===== src/rtl/ufq_pkg.sv =====
package ufq_pkg;
   typedef enum logic [1:0] {
      SEL_TXCTL = 2'd0,
      SEL_RXCTL = 2'd1,
      SEL_IRQ   = 2'd2,
      SEL_NONE  = 2'd3
   } ufq_sel_e;

   localparam int EN_BIT    = 0;
   localparam int FLUSH_BIT = 1;
   localparam int TRIG_LSB  = 8;

   localparam int IRQ_TX  = 0;
   localparam int IRQ_RX  = 1;
   localparam int IRQ_ERR = 2;
   localparam int IRQ_N   = 3;
endpackage


===== src/rtl/ufq_chan.sv =====
module ufq_chan #(
   parameter int DEPTH = 16,
   parameter int DW    = 8,
   parameter int LVL_W = 6
) (
   input  logic             clk,
   input  logic             rst_n,
   input  logic             ctl_wr,
   input  logic             ctl_en,
   input  logic             ctl_flush,
   input  logic [LVL_W-1:0] ctl_trig,
   input  logic             push,
   input  logic [DW-1:0]    push_data,
   input  logic             pop,
   output logic             en,
   output logic [LVL_W-1:0] trig,
   output logic [LVL_W-1:0] level,
   output logic             full,
   output logic [DW-1:0]    rdata
);
   localparam int AW = $clog2(DEPTH);
   localparam int CW = $clog2(DEPTH + 1);

   if (DEPTH < 2 || (DEPTH & (DEPTH - 1)) != 0 || DEPTH >= (1 << LVL_W)) begin : g_bad_depth
      $error("ufq_chan: DEPTH must be a power of two, at least 2, below 2**LVL_W");
   end

   logic             en_q;
   logic             flush_q;
   logic [LVL_W-1:0] trig_q;
   logic [AW-1:0]    wp_q;
   logic [AW-1:0]    rp_q;
   logic [CW-1:0]    cnt_q;
   logic [DW-1:0]    rows [DEPTH];

   logic is_full, is_empty, push_ok, pop_ok;

   assign is_full  = (cnt_q == CW'(DEPTH));
   assign is_empty = (cnt_q == '0);
   assign push_ok  = en_q && push && !flush_q && !is_full;
   assign pop_ok   = en_q && pop  && !flush_q && !is_empty;

   // control word: flush is a one-cycle request, never stored beyond that
   always_ff @(posedge clk or negedge rst_n) begin
      if (!rst_n) begin
         en_q    <= 1'b0;
         flush_q <= 1'b0;
         trig_q  <= '0;
      end else if (ctl_wr) begin
         en_q    <= ctl_en;
         flush_q <= ctl_flush;
         trig_q  <= ctl_trig;
      end else begin
         flush_q <= 1'b0;
      end
   end

   always_ff @(posedge clk or negedge rst_n) begin
      if (!rst_n) begin
         wp_q  <= '0;
         rp_q  <= '0;
         cnt_q <= '0;
      end else if (flush_q) begin
         wp_q  <= '0;
         rp_q  <= '0;
         cnt_q <= '0;
      end else begin
         if (push_ok) wp_q <= wp_q + AW'(1);
         if (pop_ok)  rp_q <= rp_q + AW'(1);
         unique case ({push_ok, pop_ok})
            2'b10:   cnt_q <= cnt_q + CW'(1);
            2'b01:   cnt_q <= cnt_q - CW'(1);
            default: cnt_q <= cnt_q;
         endcase
      end
   end

   for (genvar gi = 0; gi < DEPTH; gi++) begin : g_row
      logic [DW-1:0] row_q;
      always_ff @(posedge clk) begin
         if (push_ok && wp_q == AW'(gi)) row_q <= push_data;
      end
      assign rows[gi] = row_q;
   end

   assign en    = en_q;
   assign trig  = trig_q;
   assign level = en_q ? LVL_W'(cnt_q) : '0;
   assign full  = en_q && is_full;
   assign rdata = (en_q && !is_empty) ? rows[rp_q] : '0;
endmodule


===== src/rtl/ufq_irq_node.sv =====
module ufq_irq_node #(
   parameter int NREQ = 3
) (
   input  logic            clk,
   input  logic            rst_n,
   input  logic [NREQ-2:0] lvl_cond,
   input  logic            evt,
   input  logic            clr_wr,
   input  logic [NREQ-1:0] clr_mask,
   output logic [NREQ-1:0] pend
);
   localparam int NLVL = NREQ - 1;

   if (NREQ < 2) begin : g_bad_nreq
      $error("ufq_irq_node: NREQ must be at least 2");
   end

   logic [NREQ-1:0] set_vec;
   logic [NREQ-1:0] clr_vec;
   logic [NREQ-1:0] pend_q;

   // level conditions become requests only on their rising transition
   for (genvar gi = 0; gi < NLVL; gi++) begin : g_edge
      logic cond_q;
      always_ff @(posedge clk or negedge rst_n) begin
         if (!rst_n) cond_q <= 1'b0;
         else        cond_q <= lvl_cond[gi];
      end
      assign set_vec[gi] = lvl_cond[gi] && !cond_q;
   end
   assign set_vec[NREQ-1] = evt;

   assign clr_vec = clr_wr ? clr_mask : '0;

   always_ff @(posedge clk or negedge rst_n) begin
      if (!rst_n) pend_q <= '0;
      else        pend_q <= (pend_q & ~clr_vec) | set_vec;
   end

   assign pend = pend_q;
endmodule


===== src/rtl/uart_fifo_pair.sv =====
module uart_fifo_pair
   import ufq_pkg::*;
#(
   parameter int TX_DEPTH = 16,
   parameter int RX_DEPTH = 16,
   parameter int DW       = 8,
   parameter int LVL_W    = 6
) (
   input  logic                      clk,
   input  logic                      rst_n,
   input  logic                      cfg_wr,
   input  logic [1:0]                cfg_addr,
   input  logic [TRIG_LSB+LVL_W-1:0] cfg_wdata,
   input  logic                      tx_push,
   input  logic [DW-1:0]             tx_wdata,
   input  logic                      tx_pop,
   output logic [DW-1:0]             tx_rdata,
   output logic                      tx_empty,
   input  logic                      rx_push,
   input  logic [DW-1:0]             rx_wdata,
   input  logic                      rx_pop,
   output logic [DW-1:0]             rx_rdata,
   output logic                      rx_overrun,
   input  logic                      err_in,
   output logic [2*LVL_W+3:0]        fifo_stat,
   output logic [IRQ_N-1:0]          irq_pend
);
   localparam int TRIG_MSB = TRIG_LSB + LVL_W - 1;

   if (LVL_W + 2 != TRIG_LSB) begin : g_bad_lvl
      $error("uart_fifo_pair: status packing expects LVL_W + 2 == TRIG_LSB");
   end

   logic             tx_ctl_wr, rx_ctl_wr, irq_wr;
   logic             tx_en, rx_en, tx_full, rx_full;
   logic [LVL_W-1:0] tx_trig, rx_trig, tx_lvl, rx_lvl;
   logic             rx_ovr_q;
   logic [IRQ_N-2:0] lvl_cond;

   assign tx_ctl_wr = cfg_wr && (cfg_addr == SEL_TXCTL);
   assign rx_ctl_wr = cfg_wr && (cfg_addr == SEL_RXCTL);
   assign irq_wr    = cfg_wr && (cfg_addr == SEL_IRQ);

   ufq_chan #(.DEPTH(TX_DEPTH), .DW(DW), .LVL_W(LVL_W)) u_tx (
      .clk       (clk),
      .rst_n     (rst_n),
      .ctl_wr    (tx_ctl_wr),
      .ctl_en    (cfg_wdata[EN_BIT]),
      .ctl_flush (cfg_wdata[FLUSH_BIT]),
      .ctl_trig  (cfg_wdata[TRIG_MSB:TRIG_LSB]),
      .push      (tx_push),
      .push_data (tx_wdata),
      .pop       (tx_pop),
      .en        (tx_en),
      .trig      (tx_trig),
      .level     (tx_lvl),
      .full      (tx_full),
      .rdata     (tx_rdata)
   );

   ufq_chan #(.DEPTH(RX_DEPTH), .DW(DW), .LVL_W(LVL_W)) u_rx (
      .clk       (clk),
      .rst_n     (rst_n),
      .ctl_wr    (rx_ctl_wr),
      .ctl_en    (cfg_wdata[EN_BIT]),
      .ctl_flush (cfg_wdata[FLUSH_BIT]),
      .ctl_trig  (cfg_wdata[TRIG_MSB:TRIG_LSB]),
      .push      (rx_push),
      .push_data (rx_wdata),
      .pop       (rx_pop),
      .en        (rx_en),
      .trig      (rx_trig),
      .level     (rx_lvl),
      .full      (rx_full),
      .rdata     (rx_rdata)
   );

   // dropped receive byte: registered one-cycle pulse
   always_ff @(posedge clk or negedge rst_n) begin
      if (!rst_n) rx_ovr_q <= 1'b0;
      else        rx_ovr_q <= rx_push && rx_full;
   end

   assign lvl_cond[IRQ_TX] = tx_en && (tx_lvl <= tx_trig);
   assign lvl_cond[IRQ_RX] = rx_en && (rx_lvl >= rx_trig);

   ufq_irq_node #(.NREQ(IRQ_N)) u_irq (
      .clk      (clk),
      .rst_n    (rst_n),
      .lvl_cond (lvl_cond),
      .evt      (err_in || rx_ovr_q),
      .clr_wr   (irq_wr),
      .clr_mask (cfg_wdata[IRQ_N-1:0]),
      .pend     (irq_pend)
   );

   assign rx_overrun = rx_ovr_q;
   assign tx_empty   = (tx_lvl == '0);
   assign fifo_stat  = {2'b00, tx_lvl, 2'b00, rx_lvl};

   logic unused_tx_full;
   assign unused_tx_full = tx_full;
endmodule


===== config.mk =====
export PLATFORM = sky130hd
export DESIGN_NAME = uart_fifo_pair
export DESIGN_NICKNAME = d
export VERILOG_FILES = /design/src/rtl/ufq_pkg.sv /design/src/rtl/ufq_chan.sv /design/src/rtl/ufq_irq_node.sv /design/src/rtl/uart_fifo_pair.sv
export SDC_FILE = /design/constraint.sdc
export NUM_CORES = 1
export LEC_CHECK = 0
export BUFFER_PORTS_ARGS = -buffer_cell sky130_fd_sc_hd__buf_2
export CAP_MARGIN = 20
export CELL_PAD_IN_SITES_DETAIL_PLACEMENT = 1
export CELL_PAD_IN_SITES_GLOBAL_PLACEMENT = 1
export CORE_MARGIN = 5
export CORE_UTILIZATION = 47
export DETAILED_ROUTE_END_ITERATION = 16
export PLACE_DENSITY = 0.73
export SYNTH_ARGS = -nofsm -noshare
export SYNTH_HDL_FRONTEND = slang
export SYNTH_SLANG_ARGS = --single-unit
export TNS_END_PERCENT = 100

===== constraint.sdc =====
create_clock -name clk -period 3 [get_ports clk]
set_clock_uncertainty 0.2 [all_clocks]
set_input_delay 0.3 -clock clk [delete_from_list [all_inputs] [get_ports clk]]
set_output_delay 0.3 -clock clk [all_outputs]
set_load 0.05 [all_outputs]

==> results of run 1 <==
[metrics by stage]
step	instances	hold WS, ps	power [mW]	setup TNS, ps	setup WS [ps]
after floorplan	730	-195.6	8.245	0	121.6
after global routing	1241	46.84	14.83	-2180	-163.7
after detailed placement	1128	218.9	9.334	-74.69	-74.69
after global placement	1128	200.3	9.141	0	145.2
after CTS	1236	9.574	14.11	-1193	-116.0
final	1241	25.43	14.17	-916.7	-88.38
[flip-flops by register name, indices dropped and copies added (netlist names), 2 cells and up]
| signal | flops |
|---|---|
| u_rx.trig | 6 |
| u_tx.cnt_q | 5 |
| u_rx.g_row.row_q | 128 |
| u_tx.wp_q | 4 |
| u_tx.trig | 6 |
| u_rx.cnt_q | 5 |
| u_irq.pend | 3 |
| u_irq.g_edge.cond_q | 2 |
| u_rx.rp_q | 4 |
| u_tx.g_row.row_q | 128 |
| u_rx.wp_q | 4 |
| u_tx.rp_q | 4 |
[Yosys cell counts, types with 2 or more instances]
cell type and number:
mux4_2 80, mux2_2 9, dfrtp_1 48, a211oi_1 3
inv_1 32, buf_2 6, a21o_1 3, and3_1 3
buf_4 6, nor2b_1 18, and4_1 4, nand4_1 4
buf_6 7, o21ai_0 16, nand2b_1 3, clkbuf_1 14
a31oi_1 2, nand3_1 4, o21ai_1 2, edfxtp_1 256
nand2_1 26, buf_1 5, or3_1 4, ha_1 24
xnor2_1 7, nor3_1 8, a21oi_1 18, a221oi_1 2
nor2_1 30, xor2_1 8, nor4_4 2, nand3b_1 5
mux2i_1 3, a31o_2 2, a2111oi_0 2, and2_1 28
nor3b_1 6
[placed cells by master (no fill, tap or decap), types with 4 or more instances in the layout]
| cell | count |
|---|---|
| dlygate4sd3_1 | 31 |
| conb_1 | 6 |
| bufinv_16 | 5 |
| buf_4 | 35 |
| buf_2 | 49 |
| clkbuf_16 | 31 |
| buf_6 | 18 |
| clkinv_2 | 8 |
| mux4_2 | 80 |
| nor3_1 | 8 |
| dfrtp_2 | 7 |
| buf_16 | 8 |
| nand2_1 | 26 |
| nor2b_4 | 12 |
| xor2_1 | 8 |
| and2_1 | 28 |
| o21ai_0 | 16 |
| nand3b_1 | 5 |
| nand3_1 | 4 |
| clkbuf_1 | 7 |
| mux2_2 | 9 |
| dfrtp_1 | 41 |
| nand4_1 | 4 |
| edfxtp_1 | 256 |
| buf_8 | 4 |
| inv_1 | 32 |
| ha_1 | 23 |
| buf_12 | 6 |
| a21oi_1 | 15 |
| nor3b_1 | 6 |
| nor2b_1 | 5 |
| xnor2_1 | 7 |
| nor2_1 | 30 |
| and4_1 | 4 |
[cells by family after synthesis]
kind of cell	Yosys count	share of synthesized area, %
AO/OA/AOI/OAI	65	3.443
XOR/XNOR	15	1.016
adder cells (fa/ha/maj)	24	2.321
buffers and inverters	71	2.708
flip-flops	304	68.71
multiplexers	93	15.06
other	1	0.02899
AND/OR/NAND/NOR	152	6.713
[power by group through the flow]
stage          clock network [mW]  logic [mW]  registers (mW)
5_1_grt                      4.22        5.22            5.39
6_report                     3.93        4.89            5.35
3_5_place_dp                    0        3.90            5.43
3_3_place_gp                    0        3.75            5.39
4_1_cts                      3.99        4.78            5.34
2_1_floorplan                   0        3.03            5.21
[worst max path at each step]
stage,start,to,slack [ps],depth (start not counted)
floorplan,u_rx.cnt_q[1]$_DFFE_PN0P_,u_rx.cnt_q[4]$_DFFE_PN0P_,120,10
global placement,u_rx.cnt_q[3]$_DFFE_PN0P_,u_rx.cnt_q[4]$_DFFE_PN0P_,150,9
detailed placement,u_rx.cnt_q[0]$_DFFE_PN0P_,u_rx.cnt_q[4]$_DFFE_PN0P_,-70,9
CTS,u_tx.rp_q[0]$_DFFE_PN0P_,tx_rdata[3],-120,6
global route,u_tx.rp_q[0]$_DFFE_PN0P_,tx_rdata[7],-160,6
finish,u_tx.rp_q[0]$_DFFE_PN0P_,tx_rdata[3],-90,6
[layer usage]
layer / vias up / share of wire (%) / routed length, um
met2: 193 / 52 / 16060
met1: 3777 / 42 / 12940
met4: 0 / 1.2 / 374
li1: 3143 / - / -
met5: - / 0 / 0
met3: 31 / 4.3 / 1329
[timing repair]
action / CTS / global route
gates cloned: 7 / 0
hold buffers: 31 / 0
pin swaps: 1 / 4
hold endpoints to repair: 304 / 0
resized for setup: 65 / 26
setup endpoints to repair: 18 / 18
buffers inserted: 12 / 5
[worst max-delay path, delay by kind of cell (launching register included)]
kind                   cells  cell delay (ps)
AND/OR/NAND/NOR            1              160
multiplexers               2             1030
flip-flops                 1              410
buffers and inverters      3              440
[layout make-up]
type,count,area [um^2],share of cell area [%]
clock inverters,20,235.2,1.491
flip-flops and latches,304,8897,56.41
inverters,32,120.1,0.7615
clock buffers,38,802.0,5.084
well taps,341,426.7,2.705
repair buffers,151,1421,9.011
multi-input cells,355,3871,24.54
==> metrics.txt, run 1 <==
status complete, but fails checks; failing checks setup timing; combinational power share 34.5%; worst-path maximum fanout 7; Max H-tree Level 1; fillers 2411; layout cells sized above 1 33.44%; final hold vios 0; synth unique cells 62; worst r2r src u_rx.cnt_q[1]$_DFFE_PN0P_; Core Area 27030 um^2; met2 GRT Util 34.93%; All-Layer GR Usage 20.06%; cell area after synthesis 12940 um^2; max capacitance violation total 0; worst slew pin tran 759.9 ps; Rows 60; antenna-violating nets left 0; Arrival @ worst endpoint 2590 ps; Iter 0 DRT Violations 550; Max VDD drop 0.4460 mV; Final Cell Area 15770 um^2; GRT met3 Usage 2.475%; ys async rst share 15.79%; cells after synthesis 725; R2R depth 9; Synthesis Warnings 0; IO Pins 77; critical-path cell list buf_12 > buf_16 > mux4_2 > mux4_2 > nor2b_4 > buf_8; Net Sw Power 4.421 mW; register area share after synthesis 68.71%; Worst path slowest cell mux4_2; GP Congestion 0.8070; nets 939; antenna cell count 0; Slew Limit Fails 0; Longest Clk Path Bufs 3; Setup WS post-layout -88.38 ps; clock share of power 27.7%; cell taking the most area after synthesis edfxtp_1; WHS Path Cells 3; WHS Endpoint u_rx.cnt_q[2]$_DFFE_PN0P_; Final Util 58.37%; Post-DP HPWL 19.27 mm; Int Pwr 9.753 mW; top-area cell type share of the netlist area 59.43%; Main synth FF type edfxtp_1; clk_lat worst skew 560 ps; global-route wire length before repair 47.69 mm; drt drc 0; post-DR vias/cell 5.757; CP startpoint kind flip-flop; area delta synth->final 21.94%; power density cells 898.6 nW/um^2; Yosys reg bits 304; Clock Root Buffer clkbuf_16; crit-path max cell delay 520 ps; Area contributors post-synth edfxtp_1, mux4_2, dfrtp_1; most used cell, CP mux4_2; Hold Path Class in -> reg; CTS Sinks 304; nature of the critical path endpoint output port; Worst slew margin 49.34%; gr ovfl total 0; RR Endpoint u_rx.cnt_q[4]$_DFFE_PN0P_; number of synthesized flops with an enable pin 256; Final Critical Period 3088 ps; pin count of the biggest net entering global routing 36; Reg power frac 37.7%; Die Ht 175.9 um; Crit Path Class reg -> out; final setup violation count 15; TritonCTS clock tree yes; total vias in the final route 7144; Routed WL 30.70 mm; CTS buffer count 31; # port buffers 65; fin crit share 102.9%; Syn Area/Cell 17.84 um^2; Starting Density 47.87%; switching share of power 31.19%; HP Start rx_pop; first-pass iteration count of the detailed router 5; global routing's busiest layer met2; FF-to-FF setup slack 90 ps; die area 30940 um^2; vias in the first global route 7970; dpl cell area 13780 um^2; Clk pin slew, worst setup/hold paths 60 ps; Die Wd 175.9 um; CP Data Required Time 2500 ps; initial antenna violation count 0; RSZ-0062 raised after global routing true; leakage 5.627 nW; Fmax achieved 0.3238 GHz; GRT met1 Usage 27.79%; WL per Instance 24.74 um
Note: power is estimated with default switching activity, not from simulation.
==> inputs of run 2 (changes only) <==
Settings changed: ABC_AREA set to 1, CORE_UTILIZATION 47 to 44, SKIP_CTS_REPAIR_TIMING set to 1.
==> metrics.txt, run 2 <==
status finished, final reports clean; Hold Path Class in -> reg; Core Area 29640 um^2 (+9.7%); dpl cell area 14140 um^2 (+2.7%); final hold vios 0 (unchanged); final setup violation count 0 (-15); cell taking the most area after synthesis edfxtp_1; commonest non-fill, non-tap cells in the layout edfxtp_1, nor2_1, nand2_1, o21ai_0, inv_1; vias in the first global route 9593 (+20%); Worst slew margin 50.35% (+1.0 points); Rows 63 (+5.0%); register area share after synthesis 67.42% (-1.3 points); fillers 3123 (+30%); Iter 0 DRT Violations 494 (-10%); GP Congestion 0.8016 (-0.67%); WL met1 14.36 mm (+11%); first-pass iteration count of the detailed router 4 (-1); worst-path maximum fanout 33 (+26); RSZ-0062 raised after global routing true; top cells by count, synth edfxtp_1, nor2_1, nand2_1; Die Ht 183.1 um (+4.1%); pin count of the biggest net entering global routing 78 (+120%); global-route wire length before repair 52.46 mm (+10%); Final Cell Area 15720 um^2 (-0.32%); leakage 6.066 nW (+7.8%); Fmax achieved 0.3402 GHz (+5.1%); TritonCTS clock tree yes; Slew Limit Fails 0 (unchanged); biggest regs u_rx.g_row.row_q x128, u_tx.g_row.row_q x128; cell area after synthesis 13180 um^2 (+1.9%); CTS buffer count 34 (+9.7%); fin crit share 97.98% (-5.0 points); Max H-tree Level 2 (+1); worst slew pin tran 744.7 ps (-15.22 ps); Post-DP HPWL 21.33 mm (+11%); antenna cell count 0 (unchanged); CP Data Required Time 2500 ps (about the same); All-Layer GR Usage 19.74% (-0.32 points); Synthesis Warnings 0 (unchanged); gr ovfl total 0 (unchanged); Arrival @ worst endpoint 2440 ps (-150 ps); # port buffers 65 (unchanged); cells after synthesis 1168 (+61%); total vias in the final route 9184 (+29%); Clock Root Buffer clkbuf_16; nets 1359 (+45%); Crit Path Class reg -> out; antenna-violating nets left 0 (unchanged); WL per Instance 20.27 um (-18%); Main synth FF type edfxtp_1; post-DR vias/cell 5.371 (-6.7%); Routed WL 34.66 mm (+13%); Clk pin slew, worst setup/hold paths 60 ps (about the same); synth unique cells 42 (-32%); Final Critical Period 2939 ps (-148.9 ps); Area contributors post-synth edfxtp_1, dfrtp_1, o21ai_0; CP startpoint kind flip-flop; top-area cell type share of the netlist area 58.31% (-1.1 points); Yosys reg bits 304 (unchanged); IO Pins 77 (unchanged); drt drc 0 (unchanged); layout cells sized above 1 16.21% (-17 points); clk_lat worst skew 520 ps (-40 ps); Starting Density 44.48% (-3.4 points); met2 WL post-DR 18.07 mm (+12%); highest routed metal layer met4; Die Wd 183.1 um (+4.1%); ys async rst share 15.79% (unchanged); met3 wire len 1.348 mm (+1.4%); Longest Clk Path Bufs 3 (unchanged); max capacitance violation total 0 (unchanged); power density cells 901.4 nW/um^2 (+0.32%); area delta synth->final 19.27%; most frequent cell after synthesis edfxtp_1; die area 33530 um^2 (+8.4%); number of synthesized flops with an enable pin 256 (unchanged); leading cell type in the layout, fill and taps excluded edfxtp_1; Syn Area/Cell 11.29 um^2 (-37%); Max VDD drop 0.7559 mV (+69%); initial antenna violation count 0 (unchanged); nature of the critical path endpoint output port; Final Util 53.05% (-5.3 points); CTS Sinks 304 (unchanged)
[run 2: cell count changes in the layout (fill, tap and decap cells not counted), sizes merged, moves of 10 or more]
cell	before	now
a21oi	18	29
and2	30	0
clkbuf	38	49
inv	34	97
mux2	10	0
mux4	80	0
nand2	26	165
nand3	4	44
nand4	4	14
nor2	30	185
nor2b	18	0
o211ai	0	16
o21ai	18	171
o22ai	1	16
[run 2: worst max-delay path, stage by stage (launching register included)]
cell	delay [ps]
dfrtp_2	460
buf_4	180
clkbuf_16	220
o21ai_0	120
o21ai_1	110
nand2_1	80
nand2_1	110
nor2_1	60
a211oi_1	250
clkbuf_4	300
[run 2: final timing paths]
path	start	end	slack, ps	cells past startpoint
min reg2reg	u_irq.g_edge[0].cond_q$_DFF_PN0_	u_irq.pend[0]$_DFF_PN0_	240	1
min in group asynchronous	rst_n	u_rx.trig[0]$_DFFE_PN0P_	200	2
max	u_tx.rp_q[0]$_DFFE_PN0P_	tx_rdata[4]	60	9
max in group asynchronous	rst_n	u_rx.wp_q[1]$_DFFE_PN0P_	1750	3
min	tx_wdata[4]	u_tx.g_row[9].row_q[4]$_DFFE_PP_	10	1
max reg2reg	u_tx.en$_DFFE_PN0P_	u_tx.g_row[14].row_q[2]$_DFFE_PP_	660	7
[run 2: power breakdown]
part | total, mW | switching (mW) | internal, mW
clock | 4.25 | 1.72 | 2.52
sequential | 5.20 | 0.320 | 4.88
combinational | 4.72 | 3.22 | 1.50
total | 14.2 | 5.26 | 8.91
[run 2: final cells by class]
cell class / instances / area [um^2] / share of cell area (%)
sequential: 304 / 8896 / 56.58
multi-input combinational: 712 / 3637 / 23.13
timing repair buffer: 142 / 1140 / 7.249
clock buffer: 42 / 902.1 / 5.737
tap: 390 / 488.0 / 3.103
inverter: 101 / 415.4 / 2.642
clock inverter: 19 / 245.2 / 1.560
[run 2: cell families (layout without fill, tap and decap cells)]
kind of cell             count (synthesis)  in the layout  synth area share, %
AND/OR/NAND/NOR                        415            415                13.40
multiplexers                             8              8               0.6074
XOR/XNOR                                 5              5               0.3892
AO/OA/AOI/OAI                          254            254                10.57
adder cells (fa/ha/maj)                 24             24                2.278
flip-flops                             304            304                67.42
other                                    1              6              0.02844
buffers and inverters                  157            304                5.305
[run 2: per-stage QoR]
step | cells | hold slack [ps] | setup slack [ps] | setup TNS (ps) | power, mW
finish | 1710 | 12.53 | 60.51 | 0 | 14.17
global route | 1710 | 1.049 | -68.80 | -123.6 | 14.99
CTS | 1681 | -361.1 | -134.8 | -971.5 | 13.96
detailed placement | 1620 | 205.2 | 462.6 | 0 | 9.649
global placement | 1620 | 199.7 | 503.1 | 0 | 9.450
floorplan | 1173 | -195.6 | 173.5 | 0 | 8.252
[run 2: per-layer routing]
layer  GRT usage [%]  up-vias
li1                -     4329
met1           25.25     4619
met2           35.02      170
met3           3.015       66
met4           5.632        0
met5               0        -
